**src/rtl/devctl_pkg.sv**
```systemverilog
package devctl_pkg;

    typedef enum logic [1:0] {
        ST_IDLE = 2'b00,
        ST_DONE = 2'b01,
        ST_BUSY = 2'b10
    } st_e;

    localparam int ADDR_CMD   = 0;
    localparam int ADDR_STAT  = 1;
    localparam int DATA_BASE  = 2;
    localparam logic [3:0] ERR_REFUSED = 4'hF;

    function automatic logic [7:0] pack_status(st_e s, logic [3:0] code);
        return {code, 2'b00, s};
    endfunction

endpackage

```
**src/rtl/devctl_status.sv**
```systemverilog
module devctl_status
    import devctl_pkg::*;
(
    input  logic       clk,
    input  logic       rst,
    input  logic       cmd_wr,
    input  logic       ack_wr,
    input  logic       dev_done,
    input  logic [3:0] dev_err,
    output st_e        state,
    output logic [3:0] code,
    output logic       irq,
    output logic       accept
);
    assign accept = cmd_wr && (state == ST_IDLE);

    always_ff @(posedge clk) begin
        if (rst) begin
            state <= ST_IDLE;
            irq   <= 1'b0;
        end else begin
            case (state)
                ST_IDLE: if (accept) state <= ST_BUSY;
                ST_BUSY: if (dev_done) begin
                    state <= ST_DONE;
                    irq   <= 1'b1;
                end
                ST_DONE: if (ack_wr) begin
                    state <= ST_IDLE;
                    irq   <= 1'b0;
                end
                default: state <= ST_IDLE;
            endcase
        end
    end

    always_ff @(posedge clk) begin
        if (rst) begin
            code <= 4'h0;
        end else if (accept) begin
            code <= 4'h0;
        end else if (cmd_wr) begin
            code <= ERR_REFUSED;
        end else if (state == ST_BUSY && dev_done && code != ERR_REFUSED) begin
            code <= dev_err;
        end
    end
endmodule

```
**src/rtl/devctl_regs.sv**
```systemverilog
module devctl_regs
    import devctl_pkg::*;
#(
    parameter int DATA_W = 16,
    parameter int N_DATA = 4,
    parameter int ADDR_W = 3
) (
    input  logic                       clk,
    input  logic                       rst,
    input  logic                       wr,
    input  logic [ADDR_W-1:0]          addr,
    input  logic [DATA_W-1:0]          wdata,
    input  logic                       accept,
    input  logic                       busy,
    output logic [DATA_W-1:0]          cmd_q,
    output logic                       start_q,
    output logic [N_DATA*DATA_W-1:0]   data_flat
);
    always_ff @(posedge clk) begin
        if (rst) begin
            cmd_q   <= '0;
            start_q <= 1'b0;
        end else begin
            start_q <= accept;
            if (accept) cmd_q <= wdata;
        end
    end

    for (genvar i = 0; i < N_DATA; i++) begin : g_data
        logic [DATA_W-1:0] reg_q;
        logic              hit;
        assign hit = wr && !busy && (addr == ADDR_W'(DATA_BASE + i));
        always_ff @(posedge clk) begin
            if (rst)      reg_q <= '0;
            else if (hit) reg_q <= wdata;
        end
        assign data_flat[i*DATA_W +: DATA_W] = reg_q;
    end
endmodule

```
**src/rtl/devctl_top.sv**
```systemverilog
module devctl_top
    import devctl_pkg::*;
#(
    parameter int DATA_W = 16,
    parameter int N_DATA = 4,
    parameter int ADDR_W = $clog2(N_DATA + 2)
) (
    input  logic                     clk,
    input  logic                     rst,
    input  logic                     bus_wr,
    input  logic [ADDR_W-1:0]        bus_addr,
    input  logic [DATA_W-1:0]        bus_wdata,
    output logic [DATA_W-1:0]        bus_rdata,
    output logic                     irq_pend,
    output logic                     dev_start,
    output logic [DATA_W-1:0]        dev_cmd,
    output logic [N_DATA*DATA_W-1:0] dev_data,
    input  logic                     dev_done,
    input  logic [3:0]               dev_err
);
    localparam int N_REGS = N_DATA + DATA_BASE;

    st_e        state;
    logic [3:0] code;
    logic       accept;
    logic       busy;
    logic       done;
    logic       cmd_wr;
    logic       ack_wr;

    assign cmd_wr = bus_wr && (bus_addr == ADDR_W'(ADDR_CMD));
    assign ack_wr = bus_wr && (bus_addr == ADDR_W'(ADDR_STAT)) && !bus_wdata[0];
    assign busy   = state[1];
    assign done   = state[0];

    devctl_status u_status (
        .clk      (clk),
        .rst      (rst),
        .cmd_wr   (cmd_wr),
        .ack_wr   (ack_wr),
        .dev_done (dev_done),
        .dev_err  (dev_err),
        .state    (state),
        .code     (code),
        .irq      (irq_pend),
        .accept   (accept)
    );

    devctl_regs #(
        .DATA_W (DATA_W),
        .N_DATA (N_DATA),
        .ADDR_W (ADDR_W)
    ) u_regs (
        .clk       (clk),
        .rst       (rst),
        .wr        (bus_wr),
        .addr      (bus_addr),
        .wdata     (bus_wdata),
        .accept    (accept),
        .busy      (busy),
        .cmd_q     (dev_cmd),
        .start_q   (dev_start),
        .data_flat (dev_data)
    );

    always_comb begin
        bus_rdata = '0;
        if (bus_addr == ADDR_W'(ADDR_CMD)) begin
            bus_rdata = dev_cmd;
        end else if (bus_addr == ADDR_W'(ADDR_STAT)) begin
            bus_rdata = DATA_W'(pack_status(state, code));
        end else begin
            for (int i = 0; i < N_DATA; i++) begin
                if (bus_addr == ADDR_W'(DATA_BASE + i))
                    bus_rdata = dev_data[i*DATA_W +: DATA_W];
            end
        end
    end

    initial begin
        if (N_REGS > (1 << ADDR_W)) $display("devctl_top: ADDR_W too small");
    end
endmodule

```
**config.mk**
```make
export PLATFORM = sky130hd
export DESIGN_NAME = devctl_top
export DESIGN_NICKNAME = d
export VERILOG_FILES = /design/src/rtl/devctl_pkg.sv /design/src/rtl/devctl_status.sv /design/src/rtl/devctl_regs.sv /design/src/rtl/devctl_top.sv
export SDC_FILE = /design/constraint.sdc
export NUM_CORES = 1
export LEC_CHECK = 0
export CAP_MARGIN = 40
export CORE_ASPECT_RATIO = 1.1
export CORE_MARGIN = 4
export CORE_UTILIZATION = 43
export DETAILED_ROUTE_END_ITERATION = 16
export GPL_ROUTABILITY_DRIVEN = 0
export PLACE_DENSITY_LB_ADDON = 0.12
export REMOVE_ABC_BUFFERS = 1
export SYNTH_ARGS = -nofsm -noshare
export SYNTH_HDL_FRONTEND = slang
export SYNTH_HIERARCHICAL = 1
export SYNTH_SLANG_ARGS = --single-unit
```
**constraint.sdc**
```tcl
create_clock -name clk -period 2.1 [get_ports clk]
set_input_delay 0.315 -clock clk [delete_from_list [all_inputs] [get_ports clk]]
set_output_delay 0.315 -clock clk [all_outputs]
set_load 0.005 [all_outputs]
```
# Yosys cells after proc, flatten, opt, wreduce, memory -nomap -nowiden
# Index checks and enable logic that the tools add are counted.
# word_totals
reg_bits	88
inputBits	27
# classes
eq_ne	11
muxes	15
reduce_logical	20
# op_table
operator	n
$mux 16	6
$logic_and 1x1->1	11
$mux 4	2
$eq 3x2->1 const B	2
$eq 3x3->1 const B	2
$mux 2	3
$pmux 2 s3	1
$reduce_and 3->1	2
$ne 2x2->1 const B	2
$ne 4x4->1 const B	1
$reduce_bool 2->1	2
$eq 3x1->1 const B	1
$logic_not 3->1	1
$eq 2x1->1 const B	1
$eq 2x2->1 const B	1
$logic_not 1->1	2
$logic_not 2->1	1
$mux 1	2
$ne 2x1->1 const B	1
$pmux 1 s2	1
$reduce_or 2->1	1

# Logic depth before layout (Yosys ltp)
# Gate-level depths: netlist (run 1).
# logic_depth
ltp_word	7
depth_mapped	11
depth_no_buf	6

# By module
# The synthesis (run 1) kept the hierarchy.
# by_module_without_submodules
mod	instances	cells_per_inst	area_per_inst_um2
devctl_regs	1	284	3180.6
devctl_top	1	107	908.4
devctl_status	1	36	334.1

# Worst setup path after synthesis (run 1)
# OpenSTA, ideal clock, no wires.
# synth_path
path_type	input-to-reg
startpoint	in bus_addr[0]
endpoint	reg u_regs.cmd_q[0]
setup_time_ns	0.117
t_arrival_ns	1.931
required_time_ns	1.983
slack_ns	0.052
path_stages	10
n_path_buf	6
cell_sequence	buf_6 > buf_6 > buf_2 > nor2_1 > buf_4 > nor3b_1 > buf_2 > clkbuf_4 > mux2i_1 > nor2_1
# synth_via
elab_chain_len	3
# synth_rtl
item	line	source
start: declaration	devctl_top.sv:11	input logic [ADDR_W-1:0] bus_addr,
$logic_not 3->1	devctl_top.sv:31	assign cmd_wr = bus_wr && (bus_addr == ADDR_W'(ADDR_CMD));
$logic_and 1x1->1	devctl_top.sv:31	
via cmd_wr	devctl_top.sv:28	logic cmd_wr;
$logic_and 1x1->1	devctl_status.sv:15	assign accept = cmd_wr && (state == ST_IDLE);
via accept	devctl_top.sv:25	logic accept;
end signal: assignment	devctl_regs.sv:25	if (accept) cmd_q <= wdata;
end: declaration	devctl_regs.sv:15	output logic [DATA_W-1:0] cmd_q,
# The timed path passes the listed nets, and every way through them passes these cells.
# A chain may end at the register's enable or synchronous reset.

# Worst setup path in the final report (run 1)
# layout_path
startpoint	reg u_regs.g_data[0].reg_q[1]
endpoint	out bus_rdata[1]
# layout_via
elab_chain_len	6
# layout_rtl
item	line	source
start: declaration	devctl_regs.sv:30	logic [DATA_W-1:0] reg_q;
start signal: assignment	devctl_regs.sv:35	else if (hit) reg_q <= wdata;
$mux 16 (4 in series)	devctl_top.sv:74	if (bus_addr == ADDR_W'(DATA_BASE + i))
$mux 16	devctl_top.sv:70	end else if (bus_addr == ADDR_W'(ADDR_STAT)) begin
$mux 16	devctl_top.sv:68	if (bus_addr == ADDR_W'(ADDR_CMD)) begin
end: declaration	devctl_top.sv:13	output logic [DATA_W-1:0] bus_rdata,
# Every way passes these cells.

==> summary.md, run 1 <==
| Metric | Value |
|---|---|
| First-pass GRT wire length | 19.43 mm |
| Cells after DPL | 672 |
| Warnings, synthesis | 6 |
| Die extent in y | 114.4 um |
| Status | finished clean |
| Power density over the cells | 540.7 nW/um2 |
| Post-route antenna net violation count | 0 |
| Fraction of layout cells with a size suffix above 1 | 17.57% |
| Biggest cell delay along the critical path | 450 ps |
| Maximum number of pins on one net before global-route repair | 51 |
| Hold WC Path Type | in -> reg |
| Total cell area at the placement stage | approximately 5900 um2 |
| Number of violations of the max-capacitance limit | 0 |
| DR vias/cell | 5.170 |
| RSZ-0062 raised after global routing | no |
| H-Tree Depth | 3 |
| Synthesized netlist cell count | ~430 |
| I/O Pins | 125 |
| Number of global-route vias before repair | around 3700 |
| Sink Count | 88 |
| Total Routing Usage GR | 20.43% |
| Sequential share of the synthesized area | between 30% and 40% |
| Leading cell types in the layout, fill and taps excluded | clkdlybuf4s50_1, mux2i_1, dfxtp_1 |
| Overall via count from detail_route | 3562 |
| Die Outline Area | 11970 um2 |
| Buffers from clock root to sink, at most | 2 |
| Critical path data required time | ~1800 ps |
| Standby leakage power | 2.549 nW |
| Antenna Cells | 0 |
| Crit Path Max Fanout | 3 |
| Total of hold buffers inserted after clock tree synthesis | 0 |
| FF+latch count, synth | 88 |
| Number of slew-limit violations in the final report | 0 |
| Initial Util | 44.51% |
| Hpwl dp | 8.779 mm |
| Fraction of the cycle the final worst path needs | 95.49% |
| Highest achievable clock rate | 498.7 MHz |
| Final Hold Vio Count | 0 |
| Row count | 38 |
| CP cell instances | mux2_2 > a221oi_2 > a31oi_1 > clkdlybuf4s50_1 |
| Gr ovfl total | 0 |
| Most common library cell in the layout ignoring fill and taps | clkdlybuf4s50_1 |
| Biggest area contributors in the synthesized netlist | dfxtp_1, mux2i_1, nand2b_1, mux2_2, buf_6 |
| Routed wirelength normalized by instance count | roughly 18 um |
| Netlist area before placement | 4423 um2 |
| Tmin final | 2005 ps |
| Total detailed-routing wirelength | between 10 and 15 mm |
| Final cell count without fillers | around 690 |
| Synthesized area per cell | a little over 10 um2 |
| Starting DRT DRC Count | 84 |
| Nature of the critical path endpoint | output port |
| Skew-Pair Late Insertion Delay | 360 ps |
| Horizontal die dimension | 104.7 um |
| Drt pass-1 iters | 4 |
| Arrival time reported for the critical path endpoint | 1690 ps |
| Clock edge transition at the registers on the reported setup and hold paths | 90 ps |
| CP Buf/Inv Count | 1 |
| Peak supply drop | 0.3123 mV |
| Core Footprint | 9937 um2 |
| TritonCTS clock tree | done |
| Highest-delay cell along the critical path | clkdlybuf4s50_1 |
| Endpoints failing setup | 0 |
| Largest clock skew in the final design | 12.01 ps |
| Remaining DRCs | 0 |
| Number of nets in the layout | 591 |
| Total negative setup slack | 0 ps |
| Critical path startpoint category | flip-flop |
| Transition time at the pin with the least slew margin | between 400 and 500 ps |
| Crit path max-delay family | buffers and inverters |
| Largest area contributor in the netlist | dfxtp_1 |
| Fin area | about 6000 um2 |
| Synthesis-to-finish area growth | 37.71% |
| Critical path class | reg -> out |
| Max_slew headroom | between 60% and 70% |
| Final-layout fill cell count | 851 |
| Proportion of netlist area held by the largest area contributor | 39.83% |
| CTS buffer count | 9 |
| Initial antenna violation count | 0 |
| Clock root cell | clkbuf_8 |
| Number of distinct library cells after synthesis | 39 |
| Count of input and output buffers | between 100 and 150 |
[flip-flops by register name, indices dropped and copies added, names as in the netlist]
| name | count |
|---|---|
| u_regs/cmd_q | 16 |
| u_regs/g_data.reg_q | 64 |
| u_status/state | 2 |
| u_status/irq | 1 |
| u_status/code | 4 |
| u_regs/start_q | 1 |
[worst register-to-register path, cell delays in order (launching register included)]
cell and delay, ps:
dfxtp_1 320, buf_4 160, nor3b_2 210, nor2b_2 190
buf_4 270, mux2i_1 220
[area by class of cell]
type                       instances  area [um2]  area share (%)
timing repair buffer             158        1595           26.19
multi-input combinational        304        2400           39.40
sequential                        88        1762           28.92
clock buffer                      10       127.6           2.095
clock inverter                     6       45.04          0.7395
inverter                           3       11.26          0.1849
tap                              120       150.1           2.465
[worst paths after layout]
path | depth (start not counted) | startpoint | slack, ps | end
setup / recovery | 4 | u_regs/g_data[0].reg_q[1] | 90 | bus_rdata[1]
hold / removal | 2 | rst | 410 | u_regs/cmd_q[0]
setup reg to reg | 5 | u_status/state[1] | 650 | u_regs/g_data[0].reg_q[6]
hold reg to reg | 2 | u_regs/g_data[0].reg_q[15] | 490 | u_regs/g_data[0].reg_q[15]
[cell families after synthesis]
kind of cell | after synthesis | share of synthesized area (%)
AO/OA/AOI/OAI | 32 | 7.751
buffers and inverters | 35 | 6.167
flip-flops | 88 | 39.83
multiplexers | 112 | 26.14
AND/OR/NAND/NOR | 160 | 20.11
[per-layer routing]
| metal | part of all wire (%) | vias up | global-route usage [%] | routed length [um] |
|---|---|---|---|---|
| li1 | - | 1748 | - | - |
| met1 | 46 | 1709 | 26.08 | 5674 |
| met2 | 47 | 94 | 35.01 | 5784 |
| met3 | 5.3 | 11 | 4.343 | 646 |
| met4 | 1.1 | 0 | 5.949 | 140 |
| met5 | 0 | - | 0 | 0 |
[cells in the mapped netlist (all sizes together)]
| library cell | n |
|---|---|
| mux2i | 90 |
| dfxtp | 88 |
| nand2b | 83 |
| nand2 | 33 |
| nor2 | 25 |
| buf | 23 |
| mux2 | 22 |
| clkbuf | 9 |
| o221ai | 9 |
| a221oi | 6 |
| a31oi | 6 |
| nor2b | 5 |
| nor3 | 5 |
| a211oi | 4 |
| a21oi | 3 |
| inv | 3 |
| or2 | 3 |
| and3b | 2 |
| nor3b | 2 |
| o21ai | 2 |
| a2111oi | 1 |
| a32oi | 1 |
| and2 | 1 |
| nand4 | 1 |
[stage by stage]
step	hold slack (ps)	worst slack [ps]	total power, mW	util (%)
floorplan	384.1	-1182	1.972	-
global placement	475.1	-305.3	2.267	59.33
detailed placement	479.9	-327.5	2.276	59.33
CTS	404.4	71.87	3.324	61.21
global route	440.7	9.754	3.427	61.29
finish	413.8	94.68	3.294	61.29
[report_power, final]
group          total (mW)  switching [mW]  leakage [nW]  internal, mW
clock                1.05           0.619        0.0789         0.434
combinational       0.496           0.217          1.76         0.279
sequential           1.74          0.0356         0.712          1.71
[what timing repair did]
action,4_1_cts,5_1_grt
cloned,1,0
resized for setup,19,2
endpoints found under the setup margin,16,2
buffers inserted,0,0
(Power assumes the default switching activity.)
==> run 2: changes to the inputs <==
Settings changed: CORE_UTILIZATION 43 to 26, SKIP_LAST_GASP set to 1.
==> summary.md, run 2 (synthesis gave the netlist of run 1 again) <==
| Metric | Value |
|---|---|
| Peak supply drop | 0.3966 mV (+27%) |
| Crit Path Max Fanout | 9 (+6) |
| First-pass GRT wire length | 21.64 mm (+11%) |
| Power density over the cells | 601.0 nW/um2 (+11%) |
| Total internal power | 2.953 mW (+22%) |
| Tmin final | 1914 ps (-91.62 ps) |
| Nature of the critical path endpoint | output port |
| Status | finished clean |
| Starting DRT DRC Count | 97 (+15%) |
| Largest clock skew in the final design | 5.172 ps (-6.839 ps) |
| Highest achievable clock rate | 522.5 MHz (+4.8%) |
| Number of nets in the layout | 598 (+1.2%) |
| H-Tree Depth | 3 (unchanged) |
| Hpwl dp | 9.916 mm (+13%) |
| Standby leakage power | 2.697 nW (+5.8%) |
| CTS buffer count | 9 (unchanged) |
| Critical path startpoint category | primary input |
| Logic pwr share | 13.5% (-1.6 points) |
| Max_slew headroom | 64.45% (-3.4 points) |
| Fraction of layout cells with a size suffix above 1 | 18.61% (+1.0 points) |
| Part of the power in the clock network | 41.4% (+9.4 points) |
| Reg power frac | 45.1% (-7.9 points) |
| Skew-Pair Late Insertion Delay | 350 ps (about the same) |
| Worst R2R Path Depth | 5 (unchanged) |
| Routed wirelength normalized by instance count | 17.73 um (-0.23%) |
| Antenna Cells | 0 (unchanged) |
| Initial antenna violation count | 0 (unchanged) |
| DR vias/cell | 4.584 (-11%) |
| Total area of multi-input combinational cells | 2417 um2 (+0.73%) |
| Transition time at the pin with the least slew margin | 533.2 ps (+51.63 ps) |
| Switching power of the nets | 0.9197 mW (+5.5%) |
| Switching share of total power | 23.75% (-2.7 points) |
| PnR Total Power | 3.873 mW (+18%) |
| Number of slew-limit violations in the final report | 0 (unchanged) |
| Final Hold Vio Count | 0 (unchanged) |
| TritonCTS clock tree | done |
| Overall via count from detail_route | 3571 (+0.25%) |
| Register cell area after layout | 1763 um2 (about the same) |
| Leading cell types in the layout, fill and taps excluded | clkdlybuf4s50_1, mux2i_1, dfxtp_1 |
| I/O Pins | 125 (unchanged) |
| Clock edge transition at the registers on the reported setup and hold paths | 60 ps (-30 ps) |
| Fin worst setup slack | 186.3 ps (+91.62 ps) |
| Total Routing Usage GR | 14.72% (-5.7 points) |
| Row count | 49 (+29%) |
| Critical path data required time | 1780 ps (about the same) |
| RSZ-0062 raised after global routing | no |
| Number of global-route vias before repair | 3773 (+2.7%) |
| Core Footprint | 16550 um2 (+67%) |
| Most flop-heavy register | u_regs/g_data.reg_q |
| Count of input and output buffers | 124 (unchanged) |
| Endpoints failing setup | 0 (unchanged) |
| Largest registers | u_regs/g_data.reg_q (64), u_regs/cmd_q (16), u_status/code (4) |
| Most common library cell in the layout ignoring fill and taps | clkdlybuf4s50_1 |
| Max reg flops | 64 (unchanged) |
| Die extent in y | 144.8 um (+27%) |
| Critical path class | in -> out |
| Arrival time reported for the critical path endpoint | 1600 ps (-90 ps) |
| Final cell count without fillers | 779 (+13%) |
| Final-layout fill cell count | 1658 (+95%) |
| Number of violations of the max-capacitance limit | 0 (unchanged) |
| Maximum number of pins on one net before global-route repair | 41 (-20%) |
| Sink Count | 88 (unchanged) |
| Die Outline Area | 19170 um2 (+60%) |
| Initial Util | 26.72% (-18 points) |
| Post-route antenna net violation count | 0 (unchanged) |
| Remaining DRCs | 0 (unchanged) |
| Cells on Worst Hold Path | 2 (unchanged) |
| Horizontal die dimension | 132.4 um (+26%) |
| Buffers from clock root to sink, at most | 2 (unchanged) |
| Fraction of the cycle the final worst path needs | 91.13% (-4.4 points) |
| Cells after DPL | 758 (+13%) |
| Worst hold slack | 436.5 ps (+22.64 ps) |
| Hold WC Path Type | in -> reg |
| Gr ovfl total | 0 (unchanged) |
| Clock root cell | clkbuf_16 |
| Total detailed-routing wirelength | 13.81 mm (+13%) |
| Drt pass-1 iters | 4 (unchanged) |
| Setup slack after placement | -352.2 ps (-24.70 ps) |
| Synthesis-to-finish area growth | 45.69% |
-- run 2: cell types whose count changed in the layout (fill, tap and decap cells not counted), moves of 2 or more --
cell and change:
clkbuf_16 +9, clkbuf_8 -8, buf_12 +5, clkdlybuf4s50_1 -3
buf_4 +2, clkinvlp_4 -2, dlymetal6s2s_1 +2
-- run 2: area by class of cell --
class	instances	area share, %
Clock buffer	12	3.825
Clock inverter	3	0.6602
Inverter	3	0.1748
Multi-Input combinational cell	304	37.51
Sequential cell	88	27.36
Tap cell	204	3.961
Timing Repair Buffer	165	26.50
-- run 2: per-layer routing --
layer  GRT usage (%)  up-vias  share of wire (%)
met4           5.525        0                2.0
met3           4.391       16                6.8
li1                -     1757                  -
met5               0        -                  0
met2           24.08      110                 46
met1           18.46     1688                 45
-- run 2: path summary, 6_finish.rpt --
kind | from | to | slack [ps]
max | bus_addr[0] | bus_rdata[12] | 190
min | rst | u_regs/cmd_q[2] | 440
max reg2reg | u_status/state[1] | u_regs/g_data[0].reg_q[0] | 620
min reg2reg | u_regs/g_data[0].reg_q[10] | u_regs/g_data[0].reg_q[10] | 490
-- run 2: stage by stage --
stage / util, % / setup TNS, ps / area [um2]
floorplan: - / -23310 / 4161
global placement: 36.64 / -6358 / 6066
detailed placement: 36.64 / -6699 / 6066
CTS: 38.53 / -167.7 / 6379
global route: 38.93 / 0 / 6444
finish: 38.93 / 0 / 6444
-- run 2: what timing repair did --
action,4_1_cts,5_1_grt
endpoints found under the setup margin,16,3
buffers inserted,1,4
cloned,1,0
hold buffers,0,0
gates resized for setup,17,10
pin swaps,1,1
-- run 2: power by group through the flow --
stage                     registers (mW)  clock network, mW  logic (mW)
final                               1.75               1.60       0.523
after floorplan                     1.78                  0       0.194
after global routing                1.75               1.72       0.564
after detailed placement            1.79                  0       0.515
after global placement              1.78                  0       0.510
after CTS                           1.75               1.65       0.522
-- run 2: critical path: stages --
cell and delay [ps]:
buf_2 270, buf_4 230, mux2_1 340, nand2_1 90, o221ai_2 90, dlygate4sd2_1 270
